File: config.mk
export PLATFORM = sky130hd
export DESIGN_NAME = lockwdg_top
export DESIGN_NICKNAME = d
export VERILOG_FILES = /design/src/rtl/lockwdg_pkg.sv /design/src/rtl/lockwdg_dp.sv /design/src/rtl/lockwdg_ctrl.sv /design/src/rtl/lockwdg_top.sv
export SDC_FILE = /design/constraint.sdc
export NUM_CORES = 1
export LEC_CHECK = 0
export ABC_AREA = 1
export BUFFER_PORTS_ARGS = -buffer_cell sky130_fd_sc_hd__buf_4
export CORE_ASPECT_RATIO = 0.8
export CORE_MARGIN = 2
export CORE_UTILIZATION = 26
export CTS_CLUSTER_SIZE = 24
export DETAILED_ROUTE_END_ITERATION = 12
export PLACE_DENSITY_LB_ADDON = 0.1
export SKIP_LAST_GASP = 1
export SLEW_MARGIN = 25
export SYNTH_ARGS = -nofsm -noshare
export SYNTH_HDL_FRONTEND = slang
export SYNTH_SLANG_ARGS = --single-unit
File: constraint.sdc
create_clock -name clk -period 2.7 [get_ports clk]
set_input_delay 0.54 -clock clk [delete_from_list [all_inputs] [get_ports clk]]
set_output_delay 0.54 -clock clk [all_outputs]
set_load 0.005 [all_outputs]
File: src/rtl/lockwdg_pkg.sv
package lockwdg_pkg;
  localparam int CNT_W = 16;
  localparam int REL_W = 8;
  localparam int PRE_W = 7;

  typedef struct packed {
    logic             run;
    logic             slow;
    logic             load;
    logic [REL_W-1:0] reloadByte;
  } wdgStb_t;
endpackage

File: src/rtl/lockwdg_dp.sv
module lockwdg_dp
  import lockwdg_pkg::*;
(
  input  logic             clk,
  input  logic             sysRstN,
  input  wdgStb_t          stb,
  output logic             ovf,
  output logic [CNT_W-1:0] count
);
  localparam int LOW_W = CNT_W - REL_W;

  logic [PRE_W-1:0] pre;
  logic             tick;

  always_comb begin
    tick = stb.run && (stb.slow ? (&pre) : pre[0]);
    ovf  = tick && (&count);
  end

  always_ff @(posedge clk or negedge sysRstN) begin
    if (!sysRstN) begin
      pre   <= '0;
      count <= '0;
    end else if (stb.load) begin
      pre   <= '0;
      count <= {stb.reloadByte, {LOW_W{1'b0}}};
    end else if (stb.run) begin
      pre <= pre + 1'b1;
      if (tick) count <= count + 1'b1;
    end
  end
endmodule

File: src/rtl/lockwdg_ctrl.sv
module lockwdg_ctrl
  import lockwdg_pkg::*;
#(
  parameter int PULSE_LEN = 16
) (
  input  logic             clk,
  input  logic             porN,
  input  logic             sysRstN,
  input  logic             svcStb,
  input  logic             disStb,
  input  logic             einitStb,
  input  logic             cfgWr,
  input  logic [REL_W-1:0] cfgReload,
  input  logic             cfgSlow,
  input  logic             ovf,
  output wdgStb_t          stb,
  output logic             rstReq,
  output logic             rstOutN,
  output logic             wdtCause
);
  localparam int PW = $clog2(PULSE_LEN + 1);

  logic             locked;
  logic             enabled;
  logic             slowSel;
  logic [REL_W-1:0] reloadVal;
  logic [PW-1:0]    pulseCnt;

  always_ff @(posedge clk or negedge sysRstN) begin
    if (!sysRstN) begin
      locked    <= 1'b0;
      enabled   <= 1'b1;
      slowSel   <= 1'b0;
      reloadVal <= '0;
      rstReq    <= 1'b0;
    end else begin
      rstReq <= ovf;
      if (einitStb) locked <= 1'b1;
      if (disStb && !locked) enabled <= 1'b0;
      if (cfgWr && !locked) begin
        reloadVal <= cfgReload;
        slowSel   <= cfgSlow;
      end
    end
  end

  always_ff @(posedge clk or negedge porN) begin
    if (!porN) begin
      pulseCnt <= '0;
      wdtCause <= 1'b0;
    end else begin
      if (ovf) begin
        pulseCnt <= PW'(PULSE_LEN);
        wdtCause <= 1'b1;
      end else if (pulseCnt != '0) begin
        pulseCnt <= pulseCnt - 1'b1;
      end
    end
  end

  always_comb begin
    stb.run        = enabled;
    stb.slow       = slowSel;
    stb.load       = svcStb || ovf;
    stb.reloadByte = reloadVal;
    rstOutN        = (pulseCnt == '0);
  end
endmodule

File: src/rtl/lockwdg_top.sv
module lockwdg_top
  import lockwdg_pkg::*;
#(
  parameter int PULSE_LEN = 16
) (
  input  logic             clk,
  input  logic             porN,
  input  logic             sysRstN,
  input  logic             svcStb,
  input  logic             disStb,
  input  logic             einitStb,
  input  logic             cfgWr,
  input  logic [REL_W-1:0] cfgReload,
  input  logic             cfgSlow,
  output logic [CNT_W-1:0] count,
  output logic             rstReq,
  output logic             rstOutN,
  output logic             wdtCause
);
  wdgStb_t ctlStb;
  logic    ovf;

  lockwdg_ctrl #(.PULSE_LEN(PULSE_LEN)) u_ctrl (
    .clk(clk), .porN(porN), .sysRstN(sysRstN),
    .svcStb(svcStb), .disStb(disStb), .einitStb(einitStb),
    .cfgWr(cfgWr), .cfgReload(cfgReload), .cfgSlow(cfgSlow),
    .ovf(ovf), .stb(ctlStb),
    .rstReq(rstReq), .rstOutN(rstOutN), .wdtCause(wdtCause)
  );

  lockwdg_dp u_dp (
    .clk(clk), .sysRstN(sysRstN), .stb(ctlStb),
    .ovf(ovf), .count(count)
  );
endmodule

* Word-level counts from Yosys, hierarchy flattened *
Cells that the tools add are included.

word-level totals
  register bits = 41
  input bits = 16
  word-level logic and storage cells = 34

cells by class
  $add $sub $neg = 3
  muxes and demuxes = 8
  reductions and logical operators = 14

operators with widths
  kind                                                                count
  16-bit two-way mux                                                  3
  16-bit by 1-bit adder with 16-bit output, second input constant     1
  16-bit AND reduction                                                1
  7-bit two-way mux                                                   2
  5-bit two-way mux                                                   2
  7-bit by 1-bit adder with 7-bit output, second input constant       1
  7-bit AND reduction                                                 1
  2-bit nonzero test                                                  3
  5-bit logical NOT                                                   1
  5-bit nonzero test                                                  1
  5-bit by 1-bit subtractor with 5-bit output, second input constant  1
  1-bit logical AND                                                   4
  2-bit AND reduction                                                 1
  1-bit logical NOT                                                   1
  1-bit logical OR                                                    1
  1-bit two-way mux                                                   1

* Longest topological paths before layout *
Gate-level depths: netlist of the first run.

  depth after elaboration = 7
  mapped depth = 11
  gate-level depth less buffers = 11

* Modules after synthesis *
A second synthesis of the first run with hierarchy kept.

unflattened totals
  cell total of the unflattened synthesis = 304
  area total of the unflattened synthesis = 2317.2 µm²

by module, submodules not included
  module        instances  cells each  area an instance (µm²)  seq. area each (µm²)
  lockwdg_dp    1          220         1552.7                  575.6
  lockwdg_ctrl  1          84          764.5                   451.7

* Worst setup path after synthesis of the first run *
OpenSTA, ideal clock, no wires.

  path kind = reg-to-reg
  start point = reg u_dp.count[0]
  end point = reg u_dp.count[2]
  data arrival time = 1466 ps
  required time = 2628 ps
  setup slack = 1162 ps
  cell stages (with the launch flop) = 11
  buffers on the path = 0
  clock period less this slack = 1538 ps
  cells stage by stage = dfrtp_1 -> ha_1 -> nand2_2 -> nor2_4 -> nand2_4 -> nor2_4 -> inv_2 -> nor2_4 -> nor2_2 -> o21ai_0 -> nor2_1

between the ends
  longest elaborated chain between the ends = 5
  elaborated cells on any way between the ends = 10
  those cells by class = add/sub (1); mux (3); reduce/logical (6)

RTL lines
  element                                                                                           RTL line          text
  start, declared                                                                                   lockwdg_dp.sv:8   output logic [CNT_W-1:0] count
  start signal, assigned                                                                            lockwdg_dp.sv:26  count <= {stb.reloadByte, {LOW_W{1'b0}}};
  start signal, assigned                                                                            lockwdg_dp.sv:29  if (tick) count <= count + 1'b1;
  parallel branches: the longest is 5 deep, another holds 16-bit by 1-bit adder with 16-bit output  n/a

Parallel ways; which one is timed is not known. The select of a mux whose other input is x is not followed.
A chain may end at the register's enable or synchronous reset.

* Worst setup path after layout of the first run *
  start point = reg u_ctrl.pulseCnt[0]
  end point = out rstOutN

between the ends
  longest elaborated chain between the ends = 1

RTL lines
  element                 RTL line            text
  start, declared         lockwdg_ctrl.sv:27  logic [PW-1:0] pulseCnt;
  start signal, assigned  lockwdg_ctrl.sv:53  pulseCnt <= PW'(PULSE_LEN);
  start signal, assigned  lockwdg_ctrl.sv:56  pulseCnt <= pulseCnt - 1'b1;
  5-bit logical NOT       lockwdg_ctrl.sv:66  rstOutN = (pulseCnt == '0);
  end, declared           lockwdg_top.sv:17   output logic rstOutN,

No other way between the ends.

==> summary.md, run 1 <==
| Metric | Value |
|---|---|
| Chip width | between 100 and 150 um |
| Starting Density | 0.264 |
| Fmax | approximately 480 MHz |
| Leak pwr | about 1.3 nW |
| GR Overflow Total | 0 |
| Final Cycle Share | 0.776 |
| Post-Syn Instances | between 200 and 300 |
| Area leader, netlist | dfrtp_1 |
| CP required | about 2.2 ns |
| Initial DRC Count | between 100 and 150 |
| First-pass GRT wire length | around 9.3 mm |
| DP HPWL | about 4.0 mm |
| Nature of the critical path startpoint | flip-flop |
| Per-cell routed wire length | 12.8 um |
| Setup Buffers After CTS | 0 |
| Vias in the first global route | 1,826 |
| Mapped cell area | roughly 2200 um2 |
| Share of the synthesized area in the top cell type | 0.450 |
| Post-CTS sizing | 0 |
| Endpoint class of the critical path | output port |
| Top_reg_cell synth | dfrtp_1 |
| Yosys warnings | 0 |
| Layout fillers | a little over 900 |
| Clk buf depth | 2 |
| Final Hold Viols | 0 |
| Vias | ~1.8k |
| DP Worst Slack | between 0.8 and 0.9 ns |
| Vias/cell | around 4.4 |
| Hold Crit Class | in -> async |
| Worst-Skew Late Latency | ~0.3 ns |
| Core area | 8410 um2 |
| Site row count | 30 |
| Sink Count | between 40 and 50 |
| Crit path max fanout | 7 |
| Syn_nets | about 280 |
| Hold slack | 0.0339 ns |
| # port buffers | 34 |
| Gr usage total | 0.129 |
| Sequential-to-total area share from yosys stat | 0.462 |
| Pwr per Cell Area | 557 nW/um2 |
| Diodes inserted | 0 |
| Sequential Area | approximately 1000 um2 |
| Yosys reg bits | 41 |
| Post-Route WL | roughly 5.3 mm |
| VDD IR max | 325 uV |
| Hold buffer count at CTS | 0 |
| Critical path arrival | around 1.6 ns |
| Max_cap viols | 0 |
| Max_slew headroom | 0.664 |
| Post-Route Skew | 0.00587 ns |
| Htree depth | 2 |
| Count leader, synth | nand2_1 |
| Worst Setup Path Type | reg -> out |
| # IOs | 35 |
| Fin cells | roughly 420 |
| CTS tree | done |
| Layout area overhead | 22.4% |
| Slew @ Worst Pin | between 0.4 and 0.5 ns |
| Slew Viols, Final | 0 |
| Post-synth EDFFs | 0 |
| RSZ-0062 raised after global routing | false |
| Initial antenna violation count | 0 |
| Fin nets | between 300 and 400 |
| Largest net degree at the start of global routing | 36 |
| GPL Wtd Cong | slightly below 0.8 |
| Final WS setup | 0.604 ns |
| Post-route setup TNS | 0 ns |
| Status | finished, final reports clean |
| Top cells by area, synth | dfrtp_1, nand2_1, nor2_1 |
| Share of synthesized registers carrying an async set or reset | 1.00 |
| Clk root buf | clkbuf_8 |
| Final setup violation count | 0 |
| Worst-path clk slew | approximately 0.08 ns |
| Total power | about 1.5 mW |
| Cts bufs inserted | 5 |
| Multi-input logic area | ~1100 um2 |
| Fin crit period | 2.10 ns |
| Layout cells sized above 1 | 0.260 |
| Final ANT Viol Nets | 0 |
| Post-synth cell types | 26 |
| Synth top cells by count | nand2_1, dfrtp_1, nor2_1, inv_1, nand3_1 |
| Residual DRC | 0 |
| Die height | about 87 um |
| Die ar. | ~9300 um2 |
| Cell count after placement | roughly 400 |
| Synth Area per Inst | between 8 and 9 um2 |
| Detailed Routing Iterations Pass 1 | 4 |
## per-layer routing
metal	share of wire	up-vias	GRT usage
li1	-	936	-
met1	0.54	850	0.196
met2	0.40	41	0.183
met3	0.054	4	0.0308
met4	0.0073	0	0.0315
met5	0	-	0
## cell type report
class	instances	area share
tap	112	0.0515
inverter	24	0.0331
clock buffer	5	0.0253
multi-input combinational	197	0.395
timing repair buffer	34	0.0938
clock inverter	3	0.0239
sequential	41	0.377
## sequential cells by signal (all words and copies together), names as in the netlist, 5 cells and up
name,count
u_ctrl.pulseCnt,5
u_dp.pre,7
u_ctrl.reloadVal,8
u_dp.count,16
## critical path, cell delays in order, from the launching register on
cell and delay [ns]:
dfrtp_1 0.41, inv_1 0.07, ha_1 0.18, nand2_1 0.08, nor2_1 0.33, buf_4 0.19
## cells in the final DEF (no fill, tap or decap), drive strengths merged, types with 4 or more instances in the layout
| cell type | count |
|---|---|
| dfrtp | 40 |
| clkbuf | 5 |
| mux2 | 9 |
| inv | 24 |
| a21oi | 9 |
| o21ai | 6 |
| nand2 | 78 |
| nand4 | 13 |
| nor3 | 6 |
| xor2 | 4 |
| nand3 | 21 |
| nor2 | 38 |
| buf | 34 |
## worst paths after layout
path	from	endpoint	slack [ns]	cells past startpoint
max reg2reg	u_dp.count[0]$_DFFE_PN0P_	u_dp.count[6]$_DFFE_PN0P_	0.87	10
max	u_ctrl.pulseCnt[0]$_DFFE_PN0P_	rstOutN	0.60	5
min	porN	u_ctrl.wdtCause$_DFFE_PN0P_	0.03	1
max in group asynchronous	sysRstN	u_ctrl.enabled$_DFFE_PN1P_	2.15	1
min in group clk	disStb	u_ctrl.enabled$_DFFE_PN1P_	0.37	2
min reg2reg	u_ctrl.locked$_DFFE_PN0P_	u_ctrl.locked$_DFFE_PN0P_	0.47	1
## stage by stage
stage                     utilization  area, um2
after floorplan                     -       2220
after global placement          0.308       2590
after detailed placement        0.308       2590
after CTS                       0.324       2720
after global routing            0.324       2720
final                           0.324       2720
## logic make-up (layout without fill, tap and decap cells)
family	after synthesis	count (layout)	share of synthesized area
simple gates	163	163	0.360
flops	41	41	0.462
buf+inv	26	66	0.0546
compound gates	15	15	0.0338
mux	9	9	0.0456
xor+xnor	7	7	0.0276
fa+ha+maj	3	3	0.0169
## where the power goes
part	switching, mW	internal [mW]
logic	0.110	0.0958
registers	0.0551	0.659
clock network	0.228	0.368
Note: power is estimated with default switching activity, not from simulation.
==> run 2: changes to the inputs <==
- clock period: 2.7 -> 1.98 ns (I/O delays scaled with it)
==> run 2 against run 1 <==
  * Clock power hardly changed
  * Combinational power rose by 61%
  * Die area stayed put
  * Critical path type is now reg -> reg
  * Highest routed layer unchanged
==> summary.md, run 2 (same netlist as run 1, synthesis figures left out) <==
| Metric | Value |
|---|---|
| RSZ-0062 raised after global routing | false (unchanged) |
| Chip width | 107 um (unchanged) |
| Diodes inserted | 0 (unchanged) |
| Htree depth | 2 (unchanged) |
| Fin nets | 335 (was 322) |
| # IOs | 35 (unchanged) |
| Pwr per Cell Area | 676 nW/um2 (was 557 nW/um2) |
| Worst-path clk slew | 0.09 ns (was 0.08 ns) |
| Detailed Routing Iterations Pass 1 | 4 (unchanged) |
| Layout area overhead | 25.3% (was 22.4%) |
| Crit path max fanout | 7 (unchanged) |
| Vias | 1,877 (was 1,831) |
| Gr usage total | 0.135 (was 0.129) |
| Die height | 86.7 um (unchanged) |
| Commonest non-fill, non-tap cell in the layout | nand2_1 (unchanged) |
| Biggest regs | u_dp.count x16, u_ctrl.reloadVal x8, u_dp.pre x7 (unchanged) |
| Starting Density | 0.264 (unchanged) |
| CTS tree | done (unchanged) |
| Die ar. | 9310 um2 (unchanged) |
| Nature of the critical path startpoint | flip-flop (unchanged) |
| Logic pwr share | 0.176 (was 0.136) |
| Slew Viols, Final | 0 (unchanged) |
| Reg with most FFs | u_dp.count (unchanged) |
| Sink Count | 41 (unchanged) |
| Fin crit period | 1.77 ns |
| DP HPWL | 4.21 mm (was 3.97 mm) |
| Worst setup startpoint | u_dp.count[0]$_DFFE_PN0P_ (was u_ctrl.pulseCnt[0]$_DFFE_PN0P_) |
| Clock share of power | 0.315 (was 0.393) |
| Worst Setup Path Type | reg -> reg (was reg -> out) |
| Vias/cell | 4.38 (was 4.40) |
| Final setup violation count | 0 (unchanged) |
| Slew @ Worst Pin | 0.507 ns (was 0.499 ns) |
| Per-cell routed wire length | 12.9 um (was 12.8 um) |
| Clk root buf | clkbuf_8 (unchanged) |
| Worst-Skew Late Latency | 0.30 ns (about the same) |
| # port buffers | 34 (unchanged) |
| Max reg flops | 16 (unchanged) |
| R2r worst-path depth | 11 (was 10) |
| Initial DRC Count | 73 (was 146) |
| Hold Crit Class | in -> async (unchanged) |
| Final Cycle Share | 0.896 |
| P_sw | 0.546 mW (was 0.394 mW) |
| GPL Wtd Cong | 0.783 (was 0.773) |
| Clk buf depth | 2 (unchanged) |
| Largest net degree at the start of global routing | 36 (unchanged) |
| Int Power | 1.34 mW (was 1.12 mW) |
| Initial antenna violation count | 0 (unchanged) |
| Final WS setup | 0.205 ns (was 0.604 ns) |
| Setup Buffers After CTS | 0 (unchanged) |
| Max_slew headroom | 0.661 (was 0.664) |
| Residual DRC | 0 (unchanged) |
| Post-route setup TNS | 0 ns (unchanged) |
| Flop pwr share | 0.509 (was 0.471) |
| DP Worst Slack | 0.201 ns (was 0.884 ns) |
| Hold slack | 0.0282 ns (was 0.0339 ns) |
| Leak pwr | 1.36 nW (was 1.31 nW) |
| Post-Route Skew | 0.00964 ns (was 0.00587 ns) |
| Reg2reg end | u_dp.count[14]$_DFFE_PN0P_ (was u_dp.count[6]$_DFFE_PN0P_) |
| Final Hold Viols | 0 (unchanged) |
| CP required | 2.17 ns (was 2.16 ns) |
| Critical path arrival | 1.96 ns (was 1.56 ns) |
| Cts bufs inserted | 5 (unchanged) |
| Capture point of the worst path | u_dp.count[14]$_DFFE_PN0P_ (was rstOutN) |
| Reg-to-Reg Start | u_dp.count[0]$_DFFE_PN0P_ (unchanged) |
| Fmax | 563 MHz |
| Status | finished, final reports clean (unchanged) |
| Post-Route WL | 5.51 mm (was 5.31 mm) |
| Layout cells sized above 1 | 0.290 (was 0.260) |
| Site row count | 30 (unchanged) |
| VDD IR max | 197 uV (was 325 uV) |
| Core area | 8410 um2 (unchanged) |
| Max_cap viols | 0 (unchanged) |
| First-pass GRT wire length | 9.72 mm (was 9.34 mm) |
| Endpoint class of the critical path | flip-flop (was output port) |
| GR Overflow Total | 0 (unchanged) |
| Sw frac | 0.290 (was 0.260) |
| Vias in the first global route | 1,913 (was 1,826) |
| Reg2reg setup slack | 0.21 ns (was 0.87 ns) |
| Final ANT Viol Nets | 0 (unchanged) |
| Most frequent cells in the layout | nand2_1, buf_4, dfrtp_1, nor2_1, inv_1 (was nand2_1, dfrtp_1, buf_4, nor2_1, inv_1) |
-- run 2: changes by cell type in the layout (fill, tap and decap cells not counted) --
cell and delta:
buf_4 +12, nor2_2 +1, bufinv_16 -2, dlygate4sd3_1 +1
clkbuf_8 +1, nor2_1 -1, clkinv_4 +1
-- run 2: worst min path at each step --
stage                  from                        endpoint  slack [ns]  cells after the start
floorplan           sysRstN       u_ctrl.locked$_DFFE_PN0P_        0.10                      0
finish              sysRstN       u_ctrl.locked$_DFFE_PN0P_        0.03                      1
global placement       porN  u_ctrl.pulseCnt[2]$_DFFE_PN0P_        0.21                      1
CTS                 sysRstN       u_ctrl.locked$_DFFE_PN0P_        0.05                      1
detailed placement     porN  u_ctrl.pulseCnt[2]$_DFFE_PN0P_        0.21                      1
global route        sysRstN       u_ctrl.locked$_DFFE_PN0P_        0.06                      1
-- run 2: layout make-up --
cell class / instances / area, um2
Fill cell: 926 / 5620
Inverter: 24 / 90.1
Multi-Input combinational cell: 197 / 1080
Clock inverter: 2 / 13.8
Tap cell: 112 / 140
Timing Repair Buffer: 47 / 355
Clock buffer: 6 / 82.6
Sequential cell: 41 / 1030
-- run 2: per-stage QoR --
step / std cells / power [mW] / cell area [um2] / utilization
after floorplan: 264 / 1.13 / 2220 / -
after global placement: 420 / 1.31 / 2680 / 0.318
after detailed placement: 420 / 1.31 / 2680 / 0.318
after CTS: 429 / 1.92 / 2780 / 0.331
after global routing: 429 / 2.02 / 2790 / 0.331
final: 429 / 1.88 / 2790 / 0.331
-- run 2: repair_timing --
item	in CTS	in global routing
endpoints found under the hold margin	6	0
resized for setup	0	1
hold buffers	1	0
endpoints found under the setup margin	0	1
-- run 2: power groups by stage --
stage	combinational, mW	sequential (mW)	clock [mW]
2_1_floorplan	0.163	0.971	0
3_3_place_gp	0.333	0.975	0
3_5_place_dp	0.335	0.975	0
4_1_cts	0.338	0.959	0.622
5_1_grt	0.379	0.970	0.666
6_report	0.331	0.958	0.593
-- run 2: layer usage --
metal  GRT usage  wire length [um]  up-vias
met5           0                 0        -
met2       0.189              2200       30
met4      0.0466                74        0
met3      0.0316               236        8
met1       0.203              3000      870
li1            -                 -      969
-- run 2: critical path: stages (launching register included) --
cell	delay (ns)
dfrtp_1	0.43
ha_1	0.24
nand2_2	0.09
nor2_4	0.13
nand2_4	0.07
nor2_4	0.13
inv_2	0.09
nor2_4	0.15
nor2_2	0.06
buf_4	0.15
nand3_1	0.07
nand2_1	0.06
==> run 3: changes to the inputs <==
- BUFFER_PORTS_ARGS: -buffer_cell sky130_fd_sc_hd__buf_4 -> -buffer_cell sky130_fd_sc_hd__clkbuf_2
==> run 3 against run 2 <==
  * Cell area decreased by 1.9%
  * Sequential cell count unchanged
  * Critical path depth unchanged
  * Routed wire length increased by 0.18%
  * Utilization decreased by 0.64 points
  * First-iteration DRC count increased by 32%
  * Die area unchanged
  * Global-route usage decreased by 0.25 points
  * Highest routed layer unchanged
==> summary.md, run 3 (same netlist as run 1, synthesis figures left out) <==
| Metric | Value |
|---|---|
| Status | finished, final reports clean (unchanged) |
| GR Overflow Total | 0 (unchanged) |
| Sequential Area | 1030 um2 (unchanged) |
| Vias in the first global route | 1,917 (was 1,913) |
| Most frequent cells in the layout | nand2_1, dfrtp_1, clkbuf_2, nor2_1, inv_1 (was nand2_1, buf_4, dfrtp_1, nor2_1, inv_1) |
| Clk root buf | clkbuf_8 (unchanged) |
| Final ANT Viol Nets | 0 (unchanged) |
| Leak pwr | 1.35 nW (was 1.36 nW) |
| Final WS setup | 0.209 ns (was 0.205 ns) |
| Nature of the critical path startpoint | flip-flop (unchanged) |
| Crit path max fanout | 7 (unchanged) |
| VDD IR max | 238 uV (was 197 uV) |
| Clock share of power | 0.349 (was 0.315) |
| Max_cap viols | 0 (unchanged) |
| Final setup violation count | 0 (unchanged) |
| Post-Route Skew | 0.0170 ns (was 0.00964 ns) |
| Slew Viols, Final | 0 (unchanged) |
| Vias/cell | 4.44 (was 4.38) |
| Layout fillers | 930 (was 926) |
| Chip width | 107 um (unchanged) |
| DP Worst Slack | 0.205 ns (was 0.201 ns) |
| Critical path arrival | 1.96 ns (about the same) |
| Reg2reg end | u_dp.count[1]$_DFFE_PN0P_ (was u_dp.count[14]$_DFFE_PN0P_) |
| Reg with most FFs | u_dp.count (unchanged) |
| Int Power | 1.41 mW (was 1.34 mW) |
| Cts bufs inserted | 5 (unchanged) |
| Fin crit period | 1.77 ns (about the same) |
| Site row count | 30 (unchanged) |
| Worst-path clk slew | 0.08 ns (was 0.09 ns) |
| Clk buf depth | 2 (unchanged) |
| P_sw | 0.539 mW (was 0.546 mW) |
| Post-Route WL | 5.52 mm (was 5.51 mm) |
| Reg-to-Reg Start | u_dp.count[0]$_DFFE_PN0P_ (unchanged) |
| CTS tree | done (unchanged) |
| Commonest non-fill, non-tap cell in the layout | nand2_1 (unchanged) |
| Detailed Routing Iterations Pass 1 | 4 (unchanged) |
| Layout cells sized above 1 | 0.289 (was 0.290) |
| CP bufs+invs | 2 (unchanged) |
| Fin nets | 336 (was 335) |
| Sw frac | 0.277 (was 0.290) |
| Reg2reg setup slack | 0.21 ns (about the same) |
| Flop pwr share | 0.493 (was 0.509) |
| Fmax | 565 MHz (was 563 MHz) |
| Biggest regs | u_dp.count x16, u_ctrl.reloadVal x8, u_dp.pre x7 (unchanged) |
| Fin cells | 430 (was 429) |
| CP required | 2.17 ns (about the same) |
| Die ar. | 9310 um2 (unchanged) |
| Sink Count | 41 (unchanged) |
| DP HPWL | 4.31 mm (was 4.21 mm) |
| Worst-Skew Late Latency | 0.31 ns (was 0.30 ns) |
| Slew @ Worst Pin | 0.527 ns (was 0.507 ns) |
| Max reg flops | 16 (unchanged) |
| Logic pwr share | 0.157 (was 0.176) |
| Vias | 1,908 (was 1,877) |
| Htree depth | 2 (unchanged) |
| R2r worst-path depth | 11 (unchanged) |
| CP max stage cell | dfrtp_1 (unchanged) |
| Endpoint class of the critical path | flip-flop (unchanged) |
| Final Hold Viols | 0 (unchanged) |
| GPL Wtd Cong | 0.774 (was 0.783) |
| # IOs | 35 (unchanged) |
| Layout area overhead | 22.9% (was 25.3%) |
| Gr usage total | 0.133 (was 0.135) |
| Worst Setup Path Type | reg -> reg (unchanged) |
| Initial DRC Count | 96 (was 73) |
| CP top delay family | simple AND/OR/NAND/NOR gates (unchanged) |
| # port buffers | 34 (unchanged) |
| Core area | 8410 um2 (unchanged) |
| Crit path cell chain | ha_1, nand2_2, nor2_4, nand2_4, nor2_4, inv_2, nor2_4, nor2_2, buf_4, nand3_1, nand2_1 (unchanged) |
| Per-cell routed wire length | 12.8 um (was 12.9 um) |
| Max_slew headroom | 0.647 (was 0.661) |
| Post-route setup TNS | 0 ns (unchanged) |
| Hold Crit Class | in -> async (unchanged) |
| Hold slack | 0.0173 ns (was 0.0282 ns) |
| Starting Density | 0.264 (unchanged) |
| Residual DRC | 0 (unchanged) |
| CP max stage delay | 0.43 ns (about the same) |
| Largest net degree at the start of global routing | 22 (was 36) |
| Pwr per Cell Area | 712 nW/um2 (was 676 nW/um2) |
| Cell count after placement | 421 (was 420) |
| RSZ-0062 raised after global routing | false (unchanged) |
| Initial antenna violation count | 0 (unchanged) |
| Most frequent CP cell | nor2_4 (unchanged) |
| Multi-input logic area | 1080 um2 (unchanged) |
| Die height | 86.7 um (unchanged) |
| Setup Buffers After CTS | 0 (unchanged) |
| Diodes inserted | 0 (unchanged) |
| Final Cycle Share | 0.895 (was 0.896) |
| First-pass GRT wire length | 9.65 mm (was 9.72 mm) |
-- run 3: cell count changes in the layout (fill, tap and decap cells not counted), sizes merged --
| cell | change |
|---|---|
| clkbuf | +34 |
| buf | -33 |
| bufinv | +1 |
| clkinv | -1 |
-- run 3: worst max path at each step --
stage | startpoint | to | slack (ns) | cells after the start
2_1_floorplan | u_dp.count[0]$_DFFE_PN0P_ | u_dp.count[2]$_DFFE_PN0P_ | 0.44 | 10
3_3_place_gp | u_dp.count[1]$_DFFE_PN0P_ | u_dp.count[15]$_DFFE_PN0P_ | 0.19 | 11
3_5_place_dp | u_dp.count[1]$_DFFE_PN0P_ | u_dp.count[14]$_DFFE_PN0P_ | 0.21 | 11
4_1_cts | u_ctrl.pulseCnt[0]$_DFFE_PN0P_ | rstOutN | 0.12 | 5
5_1_grt | u_dp.count[1]$_DFFE_PN0P_ | u_dp.count[14]$_DFFE_PN0P_ | 0.02 | 11
6_report | u_dp.count[0]$_DFFE_PN0P_ | u_dp.count[1]$_DFFE_PN0P_ | 0.21 | 11
-- run 3: power groups by stage --
stage,Combinational [mW],Sequential [mW],Clock [mW]
after global placement,0.311,0.976,0
final,0.306,0.959,0.679
after detailed placement,0.311,0.977,0
after CTS,0.313,0.960,0.699
after floorplan,0.163,0.971,0
after global routing,0.356,0.971,0.743
-- run 3: layer usage --
layer	up-vias	GRT usage	part of all wire
met2	37	0.185	0.39
li1	973	-	-
met3	5	0.0361	0.053
met1	893	0.198	0.54
met5	-	0	0
met4	0	0.0396	0.0092
-- run 3: repair_timing --
action / 4_1_cts / 5_1_grt
hold endpoints to repair: 6 / 0
gates resized for setup: 0 / 1
hold buffers: 1 / 0
setup endpoints to repair: 0 / 1
-- run 3: stage by stage --
| stage | power [mW] | area, um2 | util |
|---|---|---|---|
| 6_report | 1.94 | 2730 | 0.325 |
| 5_1_grt | 2.07 | 2730 | 0.325 |
| 4_1_cts | 1.97 | 2730 | 0.325 |
| 3_5_place_dp | 1.29 | 2610 | 0.311 |
| 3_3_place_gp | 1.29 | 2610 | 0.311 |
| 2_1_floorplan | 1.13 | 2220 | - |
-- run 3: layout make-up --
type	count	share of cell area
multi-input combinational	197	0.394
sequential	41	0.376
timing repair buffer	48	0.106
tap	112	0.0513
inverter	24	0.0330
clock buffer	6	0.0266
clock inverter	2	0.0128
